## src/rtl/edo_dec_pkg.sv

```systemverilog
package edo_dec_pkg;
    typedef enum logic [2:0] {
        CYC_IDLE  = 3'd0,
        CYC_READ  = 3'd1,
        CYC_EWR   = 3'd2,
        CYC_DWR   = 3'd3,
        CYC_RMW   = 3'd4,
        CYC_RONLY = 3'd5,
        CYC_CBR   = 3'd6
    } cyc_e;

    localparam int unsigned MODE_W = 3;
endpackage

```

## src/rtl/edo_strobe_edges.sv

```systemverilog
module edo_strobe_edges #(
    parameter int unsigned LANES = 2
) (
    input  logic             clk,
    input  logic             rst_n,
    input  logic             ras_n,
    input  logic [LANES-1:0] cas_n,
    input  logic             we_n,
    output logic             ras_fall,
    output logic             cas_any,
    output logic             cas_first_fall,
    output logic             we_fall,
    output logic [LANES-1:0] cas_fell
);
    typedef struct packed {
        logic             ras_n;
        logic [LANES-1:0] cas_n;
        logic             we_n;
    } prev_t;

    prev_t prev_d, prev_q;

    always_comb begin
        prev_d.ras_n   = ras_n;
        prev_d.cas_n   = cas_n;
        prev_d.we_n    = we_n;
        ras_fall       = prev_q.ras_n & ~ras_n;
        cas_any        = ~(&cas_n);
        cas_first_fall = (&prev_q.cas_n) & cas_any;
        we_fall        = prev_q.we_n & ~we_n;
        cas_fell       = prev_q.cas_n & ~cas_n;
    end

    always_ff @(posedge clk or negedge rst_n) begin
        if (!rst_n) prev_q <= '1;
        else        prev_q <= prev_d;
    end
endmodule

```

## src/rtl/edo_cycle_fsm.sv

```systemverilog
module edo_cycle_fsm
    import edo_dec_pkg::*;
(
    input  logic clk,
    input  logic rst_n,
    input  logic ras_n,
    input  logic ras_fall,
    input  logic cas_any,
    input  logic cas_first_fall,
    input  logic we_n,
    input  logic we_fall,
    input  logic oe_n,
    output cyc_e cls_nx,
    output cyc_e cls_q
);
    typedef struct packed {
        cyc_e cls;
        logic oe_seen;
    } fsm_t;

    fsm_t st_d, st_q;

    always_comb begin
        st_d = st_q;
        if (ras_n) begin
            st_d.cls     = CYC_IDLE;
            st_d.oe_seen = 1'b0;
        end else if (ras_fall) begin
            st_d.cls     = cas_any ? CYC_CBR : CYC_RONLY;
            st_d.oe_seen = 1'b0;
        end else if (st_q.cls != CYC_CBR) begin
            if (cas_first_fall) begin
                st_d.cls     = we_n ? CYC_READ : CYC_EWR;
                st_d.oe_seen = ~oe_n;
            end else if (st_q.cls == CYC_READ) begin
                if (cas_any && we_fall)
                    st_d.cls = st_q.oe_seen ? CYC_RMW : CYC_DWR;
                else if (cas_any && !oe_n)
                    st_d.oe_seen = 1'b1;
            end
        end
        cls_nx = st_d.cls;
        cls_q  = st_q.cls;
    end

    always_ff @(posedge clk or negedge rst_n) begin
        if (!rst_n) st_q <= '{cls: CYC_IDLE, oe_seen: 1'b0};
        else        st_q <= st_d;
    end
endmodule

```

## src/rtl/edo_lane_ctrl.sv

```systemverilog
module edo_lane_ctrl
    import edo_dec_pkg::*;
(
    input  logic clk,
    input  logic rst_n,
    input  logic ras_n,
    input  logic cas_n,
    input  logic cas_fell,
    input  logic cas_any,
    input  logic we_n,
    input  logic oe_n,
    input  cyc_e cls_nx,
    output logic wr_q,
    output logic drv_q,
    output logic seen_nx,
    output logic early_nx
);
    typedef struct packed {
        logic wr;
        logic drv;
        logic seen;
        logic early;
    } lane_t;

    lane_t ln_d, ln_q;
    logic  is_write, drv_set, drv_hold;

    always_comb begin
        ln_d     = ln_q;
        is_write = (cls_nx == CYC_EWR) || (cls_nx == CYC_DWR) || (cls_nx == CYC_RMW);
        ln_d.wr  = ~ras_n & ~cas_n & ~we_n & is_write;
        drv_set  = ~ras_n & ~cas_n & ~oe_n & we_n & (cls_nx == CYC_READ);
        drv_hold = ln_q.drv & (~ras_n | ~cas_n) & ~oe_n & we_n;
        ln_d.drv = drv_set | drv_hold;
        if (ras_n || !cas_any) begin
            ln_d.seen  = 1'b0;
            ln_d.early = 1'b0;
        end else if (cas_fell) begin
            ln_d.seen  = 1'b1;
            ln_d.early = ~we_n;
        end
        wr_q     = ln_q.wr;
        drv_q    = ln_q.drv;
        seen_nx  = ln_d.seen;
        early_nx = ln_d.early;
    end

    always_ff @(posedge clk or negedge rst_n) begin
        if (!rst_n) ln_q <= '0;
        else        ln_q <= ln_d;
    end
endmodule

```

## src/rtl/edo_mode_decoder.sv

```systemverilog
module edo_mode_decoder
    import edo_dec_pkg::*;
#(
    parameter int unsigned LANES = 2
) (
    input  logic              clk,
    input  logic              rst_n,
    input  logic              ras_n,
    input  logic [LANES-1:0]  cas_n,
    input  logic              we_n,
    input  logic              oe_n,
    output logic [MODE_W-1:0] mode,
    output logic [LANES-1:0]  wr_en,
    output logic [LANES-1:0]  drv_en,
    output logic              proto_err
);
    logic             ras_fall, cas_any, cas_first_fall, we_fall;
    logic [LANES-1:0] cas_fell, seen_nx, early_nx;
    cyc_e             cls_nx, cls_q;
    logic             err_d, err_q;

    edo_strobe_edges #(.LANES(LANES)) u_edges (
        .clk(clk), .rst_n(rst_n), .ras_n(ras_n), .cas_n(cas_n), .we_n(we_n),
        .ras_fall(ras_fall), .cas_any(cas_any), .cas_first_fall(cas_first_fall),
        .we_fall(we_fall), .cas_fell(cas_fell)
    );

    edo_cycle_fsm u_fsm (
        .clk(clk), .rst_n(rst_n), .ras_n(ras_n), .ras_fall(ras_fall),
        .cas_any(cas_any), .cas_first_fall(cas_first_fall), .we_n(we_n),
        .we_fall(we_fall), .oe_n(oe_n), .cls_nx(cls_nx), .cls_q(cls_q)
    );

    for (genvar g = 0; g < LANES; g++) begin : g_lane
        edo_lane_ctrl u_lane (
            .clk(clk), .rst_n(rst_n), .ras_n(ras_n), .cas_n(cas_n[g]),
            .cas_fell(cas_fell[g]), .cas_any(cas_any), .we_n(we_n), .oe_n(oe_n),
            .cls_nx(cls_nx), .wr_q(wr_en[g]), .drv_q(drv_en[g]),
            .seen_nx(seen_nx[g]), .early_nx(early_nx[g])
        );
    end

    // Mixed write kinds among lanes of one column cycle latch an error.
    always_comb begin
        err_d = err_q;
        if (ras_n)
            err_d = 1'b0;
        else if ((|(seen_nx & early_nx)) && (|(seen_nx & ~early_nx)))
            err_d = 1'b1;
    end

    always_ff @(posedge clk or negedge rst_n) begin
        if (!rst_n) err_q <= 1'b0;
        else        err_q <= err_d;
    end

    assign mode      = cls_q;
    assign proto_err = err_q;
endmodule

```

## config.mk

```make
export PLATFORM = sky130hd
export DESIGN_NAME = edo_mode_decoder
export DESIGN_NICKNAME = d
export VERILOG_FILES = /design/src/rtl/edo_dec_pkg.sv /design/src/rtl/edo_strobe_edges.sv /design/src/rtl/edo_cycle_fsm.sv /design/src/rtl/edo_lane_ctrl.sv /design/src/rtl/edo_mode_decoder.sv
export SDC_FILE = /design/constraint.sdc
export NUM_CORES = 1
export LEC_CHECK = 0
export ABC_AREA = 1
export CAP_MARGIN = 20
export CELL_PAD_IN_SITES_DETAIL_PLACEMENT = 1
export CELL_PAD_IN_SITES_GLOBAL_PLACEMENT = 2
export CORE_MARGIN = 4
export CORE_UTILIZATION = 30
export DETAILED_ROUTE_END_ITERATION = 8
export GPL_ROUTABILITY_DRIVEN = 1
export PLACE_DENSITY = 0.78
export SLEW_MARGIN = 20
export SYNTH_ARGS = -nofsm -noshare
export SYNTH_HDL_FRONTEND = slang
export SYNTH_SLANG_ARGS = --single-unit
```

## constraint.sdc

```tcl
create_clock -name clk -period 2 [get_ports clk]
set_clock_uncertainty 0.2 [all_clocks]
set_input_delay 0.3 -clock clk [delete_from_list [all_inputs] [get_ports clk]]
set_output_delay 0.3 -clock clk [all_outputs]
set_load 0.01 [all_outputs]
```

==> results of run 1 <==
==> cells by family after synthesis <==
| group | Yosys count |
|---|---|
| compound gates | 9 |
| buf+inv | 30 |
| flops | 17 |
| simple gates | 63 |
==> cell usage after synthesis <==
cell,number,area [µm²]
nand2_1,26,97.59
dfrtp_1,13,325.3
inv_1,11,41.29
nor2_1,11,41.29
inv_2,9,33.78
buf_4,7,52.55
nand2_2,5,31.28
a21oi_1,4,20.02
dfstp_2,4,105.1
nand3_1,3,15.01
nand3_2,3,30.03
nand2_4,2,22.52
nand4_1,2,12.51
nor2_2,2,12.51
nor2_4,2,22.52
nor4_1,2,12.51
o21ai_0,2,10.01
a31oi_1,1,6.260
buf_2,1,5.000
clkinv_4,1,8.760
inv_4,1,6.260
nand3_4,1,17.52
nand3b_1,1,7.510
nor3_4,1,16.27
o211ai_1,1,7.510
o21ai_1,1,5.000
or2_1,1,6.260
or3_1,1,6.260
==> worst paths after layout <==
check / cells after the start / end / slack (ns)
max in group asynchronous: 2 / u_edges.prev_q[0] / 1.22
min reg2reg: 2 / g_lane[0].u_lane.ln_q[1] / 0.29
min in group clk: 2 / g_lane[0].u_lane.ln_q[1] / 0.29
min: 2 / g_lane[1].u_lane.ln_q[1] / 0.12
max reg2reg: 9 / proto_err / 0.34
max: 1 / mode[0] / 0.20
==> routing by layer <==
metal | vias up | GRT usage [%] | share of wire [%]
met3 | 0 | 2.906 | 2.9
met2 | 13 | 20.18 | 50
met1 | 380 | 14.90 | 47
met5 | - | 0 | 0
li1 | 391 | - | -
met4 | 0 | 3.109 | 0
==> cell type report <==
cell class	count	area, µm²
clock buffers	3	22.52
clock inverters	1	5.005
fillers	388	1897
inverters	22	90.09
multi-input cells	72	400.4
flip-flops and latches	17	430.4
well taps	44	55.05
repair buffers	19	177.7
==> power by group through the flow <==
| stage | clock network, µW | logic (µW) | registers [µW] |
|---|---|---|---|
| final | 186 | 145 | 373 |
| after global routing | 223 | 164 | 375 |
| after CTS | 199 | 148 | 373 |
| after detailed placement | 0 | 147 | 380 |
| after global placement | 0 | 144 | 379 |
| after floorplan | 0 | 92.3 | 378 |
==> sequential cells by signal, summed over array words and instances (netlist names) <==
signal,flops
u_edges.prev_q,4
proto_err,1
u_fsm.cls_q,3
g_lane.u_lane.ln_q,4
g_lane.u_lane.drv_q,2
u_fsm.st_q,1
g_lane.u_lane.wr_q,2
==> through the flow <==
step | util, % | power, µW
floorplan | - | 470.4
global placement | 37.48 | 523.0
detailed placement | 37.48 | 527.1
CTS | 38.37 | 720.3
global route | 38.37 | 762.5
finish | 38.37 | 704.4
==> qor.yml, run 1 <==
drt:
  vias: 784
  wirelength_um: 2126
  first_pass_iters: 4
  drtIter0Drc: 19
  wl_per_cell_um: 11.94
  vias_per_cell: 4.404
  drc_errors: 0
  ant_nets: 0
synthesis:
  avgSynthCellArea_um2: 8.222
  synth_nets: 126
  syn_area_um2: 978.4
  synth_top_family_by_area: "simple AND/OR/NAND/NOR gates"
  synth-seq-area-share_pct: 43.99
  yosys-mux-area-fraction_pct: 0
  synth-simple-area-share_pct: 35.93
  synth_xor_area_share_pct: 0
  synth-seq-cells: 17
  yosysUniqueCellTypes: 28
  netlist_instances: 119
  ys_warn_count: 0
  synth_fa_ha_area_share_pct: 0
  synth_compound_area_share_pct: 4.987
outcome:
  status: "completed"
cts:
  clkLatencyLatePin_ns: 0.29
  cts_max_path_buffers: 2
  clock_sinks: 17
  cts_resized: 0
  cts_buffers: 3
  hold_buffers: 0
  path_clk_slew_ns: 0.11
  htreeDepth: 1
  root_buffer: "clkbuf_4"
  post_cts_buffers: 0
  cts_tree: "done"
sta:
  fin_crit_ns: 1.804
  holdWs_ns: 0.1238
  setup_ws_ns: 0.1955
  worst_slew_pin_slew_ns: 0.2275
  relSlewSlack_pct: 84.69
  clock.fmax_ghz: 0.5542
  setup_viol: 0
  fin_crit_sh_pct: 90.22
  drv_slew: 0
  rsz0062_at_grt: "false"
  final.setup.tns_ns: 0
  hold_violations: 0
grt:
  grt_max_degree: 18
  grt_pass1_vias: 850
  grt-ovfl-total: 0
  grt_pass1_wl_um: 3912
  grt_usage_pct: 11.81
  antenna_found_initial: 0
pwr:
  total_switching_power_uw: 208.8
  vdd_drop_max_v: 0.0003523
  pwr-share-comb_pct: 20.7
  leakagePower_uw: 0.0005896
  seqPwrFrac_pct: 52.9
  internal-power_uw: 495.7
  p_per_area_nw_per_um2: 596.4
  clockPowerShare_pct: 26.4
  switching_share_pct: 29.64
critical_path:
  end_kind: "output pin"
  crit_arrival_ns: 1.30
  crit_family: "buffers and inverters"
  crit_type: "flop to output pin"
  path_cells: "clkdlybuf4s50_1"
  critPathLaunchType: "flop"
  critPathLaunch: "u_fsm.cls_q[0]"
  crit_required_ns: 1.50
  cp_max_fo: 4
  worst-path-buf-inv: 1
  cpPeakStageDelay_ns: 0.57
  reg2reg_from: "u_edges.prev_q[1]"
  cp_slowest_cell: "clkdlybuf4s50_1"
die:
  rows: 20
  io-pin-count: 15
  dieArea_um2: 4239
  die_x_um: 65.11
  dieHeight_um: 65.11
  start_util_pct: 31.79
  core_region_area_um2: 3078
placement:
  place_area_um2: 1154
  hpwl_um: 1764
  gp_congestion: 0.7565
  port_buffers: 14
  dp.cells: 174
  post-place-ws_ns: -0.01821
cells_and_area:
  design_area_um2: 1181
  final_layout_size_suffix_gt1_share_pct: 29.85
  final_nets: 142
  antenna_cells: 0
  mostFrequentLayoutCells: "nand2_1 (26), clkdlybuf4s50_1 (14), dfrtp_1 (13)"
  final_common_cell: "nand2_1"
  syn2layout_area_growth_pct: 20.72
  final_cells: 178
flow_run:
  maxCapViolCount: 0
min_path:
  min_path_type: "input port to asynchronous set/reset pin"
Note: power is estimated with default switching activity, not from simulation.
==> run 2, diff against run 1 <==
--- a/config.mk
+++ b/config.mk
@@ -10,11 +10,12 @@
 export CELL_PAD_IN_SITES_DETAIL_PLACEMENT = 1
 export CELL_PAD_IN_SITES_GLOBAL_PLACEMENT = 2
 export CORE_MARGIN = 4
-export CORE_UTILIZATION = 30
+export CORE_UTILIZATION = 29
 export DETAILED_ROUTE_END_ITERATION = 8
 export GPL_ROUTABILITY_DRIVEN = 1
 export PLACE_DENSITY = 0.78
 export SLEW_MARGIN = 20
 export SYNTH_ARGS = -nofsm -noshare
 export SYNTH_HDL_FRONTEND = slang
+export SYNTH_HIERARCHICAL = 1
 export SYNTH_SLANG_ARGS = --single-unit
==> run 2 against run 1 <==
Effect of this change:
- register-to-register slack worse by 0.19 ns
- sequential power about the same
- count of clock-buffer cells in the layout increased by 1
- routed wire length is 13% higher
- synthesized cell count rose by 4.2%
- critical path type is now input port to flop
==> qor.yml, run 2 <==
sta:
  worst_slew_pin_slew_ns: 0.2740  # +0.04650 ns
  clock.fmax_ghz: 0.5361  # -3.3%
  fin_crit_sh_pct: 93.26  # +3.0 points
  hold_violations: 0  # unchanged
  setup_ws_ns: 0.1348  # -0.06074 ns
  setup_viol: 0  # unchanged
  rsz0062_at_grt: "false"
  drv_slew: 0  # unchanged
  relSlewSlack_pct: 81.67  # -3.0 points
  fin_crit_ns: 1.865  # +0.06074 ns
  final.setup.tns_ns: 0  # unchanged
cells_and_area:
  design_area_um2: 1227  # +3.9%
  num-fill-cells: 380  # -2.1%
  final_nets: 155  # +9.2%
  mostFrequentLayoutCells: "nand2_1 (22), nor2_1 (21), inv_1 (19)"
  final_common_cell: "nand2_1"
  final_layout_size_suffix_gt1_share_pct: 27.21  # -2.6 points
  antenna_cells: 0  # unchanged
  post-route-util_pct: 39.88  # +1.5 points
  syn2layout_area_growth_pct: 30.28
grt:
  grt_usage_pct: 12.68  # +0.87 points
  antenna_found_initial: 0  # unchanged
  grt_max_degree: 18  # unchanged
  grt-ovfl-total: 0  # unchanged
  grt_pass1_vias: 915  # +7.6%
  grt_pass1_wl_um: 4160  # +6.3%
synthesis:
  synth_top_family_by_area: "simple AND/OR/NAND/NOR gates"
  yosysMostFrequentCell: "nand2_1"
  netlist_instances: 124  # +4.2%
  synth_nets: 131  # +4.0%
  synth_area_leader_cell: "dfrtp_1"
  avgSynthCellArea_um2: 7.598  # -7.6%
  synth_top_flop_cell: "dfrtp_1"
  synth_fa_ha_area_share_pct: 0  # unchanged
  synth_compound_area_share_pct: 8.234  # +3.2 points
  synth-seq-cells: 17  # unchanged
  synth_top_area_share_pct: 34.53  # +1.3 points
  synth_edf_count: 0  # unchanged
  synth-simple-area-share_pct: 31.47  # -4.5 points
  synth_xor_area_share_pct: 0  # unchanged
  synthTopCellsByArea: "dfrtp_1 (35%), dfstp_2 (11%), nand2_1 (10%), inv_1 (8.8%), nor2_1 (8.8%)"
  syn_area_um2: 942.2  # -3.7%
  ys_warn_count: 6  # +6
  yosysUniqueCellTypes: 21  # -25%
  yosys-mux-area-fraction_pct: 0  # unchanged
  synth_common_cells: "nand2_1 (25), inv_1 (22), nor2_1 (22)"
  synth-seq-area-share_pct: 45.68  # +1.7 points
  synthArstFlopShare_pct: 100.0  # unchanged
critical_path:
  end_kind: "flop"
  reg2reg_from: "u_edges/prev_q[0]"
  worst-path-buf-inv: 3  # +2
  critPathLaunchType: "input port"
  r2r_end: "g_lane[1].u_lane/wr_q"
  endpoint: "g_lane[0].u_lane/wr_q"
  rrSetupSlack_ns: 0.15  # -0.19 ns
  critPathLaunch: "we_n"
  cpPeakStageDelay_ns: 0.56  # about the same
  crit_cells: 10  # +9
  crit_family: "buffers and inverters"
  rr_worst_depth: 12  # +3
  crit_required_ns: 1.98  # +0.48 ns
  crit_arrival_ns: 1.85  # +0.55 ns
  crit_type: "input port to flop"
  path_cells: "clkdlybuf4s50_1 -> buf_4 -> nor2_1 -> nor2_1 -> nand2_1 -> a21oi_1 -> buf_4 -> nor2_1 -> nor2_1 -> nor2_1"
  path_common_cell: "nor2_1"
  cp_max_fo: 10  # +6
  cp_slowest_cell: "clkdlybuf4s50_1"
die:
  io-pin-count: 15  # unchanged
  dieArea_um2: 4225  # -0.34%
  die_x_um: 65  # -0.17%
  dieHeight_um: 65  # -0.17%
  rows: 20  # unchanged
  start_util_pct: 30.61  # -1.2 points
  core_region_area_um2: 3078  # unchanged
flow_run:
  maxCapViolCount: 0  # unchanged
placement:
  gp_congestion: 0.7614  # +0.65%
  post-place-ws_ns: -0.1730  # -0.1548 ns
  port_buffers: 14  # unchanged
  hpwl_um: 1870  # +6.0%
  place_area_um2: 1160  # +0.54%
drt:
  vias: 809  # +3.2%
  ant_nets: 0  # unchanged
  wl_met2_um: 1237  # +16%
  first_pass_iters: 3  # -1
  drc_errors: 0  # unchanged
  vias_per_cell: 4.236  # -3.8%
  m1WireLength_um: 1096  # +9.8%
  wirelength_um: 2403  # +13%
  highest_layer: "met4"
  wl_per_cell_um: 12.58  # +5.3%
  wl_met3_um: 55  # -11%
  drtIter0Drc: 19  # unchanged
cts:
  clkLatencyLatePin_ns: 0.28  # about the same
  clock_sinks: 17  # unchanged
  hold_buffers: 0  # unchanged
  cts_max_path_buffers: 2  # unchanged
  root_buffer: "clkbuf_4"
  path_clk_slew_ns: 0.10  # about the same
  cts_tree: "done"
  cts_buffers: 3  # unchanged
  htreeDepth: 1  # unchanged
pwr:
  p_per_area_nw_per_um2: 576.9  # -3.3%
  leakagePower_uw: 0.0005921  # +0.43%
  vdd_drop_max_v: 0.0002043  # -42%
outcome:
  status: "completed"
min_path:
  min_path_type: "input port to asynchronous set/reset pin"
## run 2: cells by family after synthesis
family | count (synthesis)
simple gates | 65
buf+inv | 30
flops | 17
compound gates | 12
## run 2: where the power goes
part	switching (µW)	leakage, µW	internal [µW]
Combinational	88.7	0.000359	66.1
Sequential	11.4	0.000219	363
Clock	102	0.0000150	77.3
Total	202	0.000592	506
## run 2: timing repair
item                                   CTS  global route
setup buffers                            0             2
setup endpoints to repair                0             4
endpoints found under the hold margin    0             0
gates resized for setup                  0            10
## run 2: through the flow
step,power (µW),instances,hold slack [ns]
finish,708.1,191,0.1329
global route,757.8,191,0.1489
CTS,718.3,189,0.1285
detailed placement,527.3,185,0.3254
global placement,523.4,185,0.3136
floorplan,461.8,124,-0.1956
## run 2: final cells by class
type,count,area [µm²],area share [%]
Clock buffer,4,26.28,2.141
Inverter,24,92.59,7.543
Multi-Input combinational cell,77,400.4,32.62
Sequential cell,17,430.4,35.07
Tap cell,44,55.05,4.485
Timing Repair Buffer,25,222.7,18.14
## run 2: per-layer routing
layer,up-vias,GRT usage (%)
met5,-,0
met4,0,3.166
met1,386,16.38
met3,2,1.906
li1,413,-
met2,8,21.97
## run 2: how the worst min path moves through the flow
stage	start	to	slack, ns
after floorplan	rst_n	g_lane[0].u_lane/drv_q	-0.20
after global placement	proto_err	proto_err	0.31
after detailed placement	proto_err	proto_err	0.33
after CTS	rst_n	proto_err	0.13
after global routing	rst_n	g_lane[0].u_lane/ln_q[1]	0.15
final	rst_n	proto_err	0.13
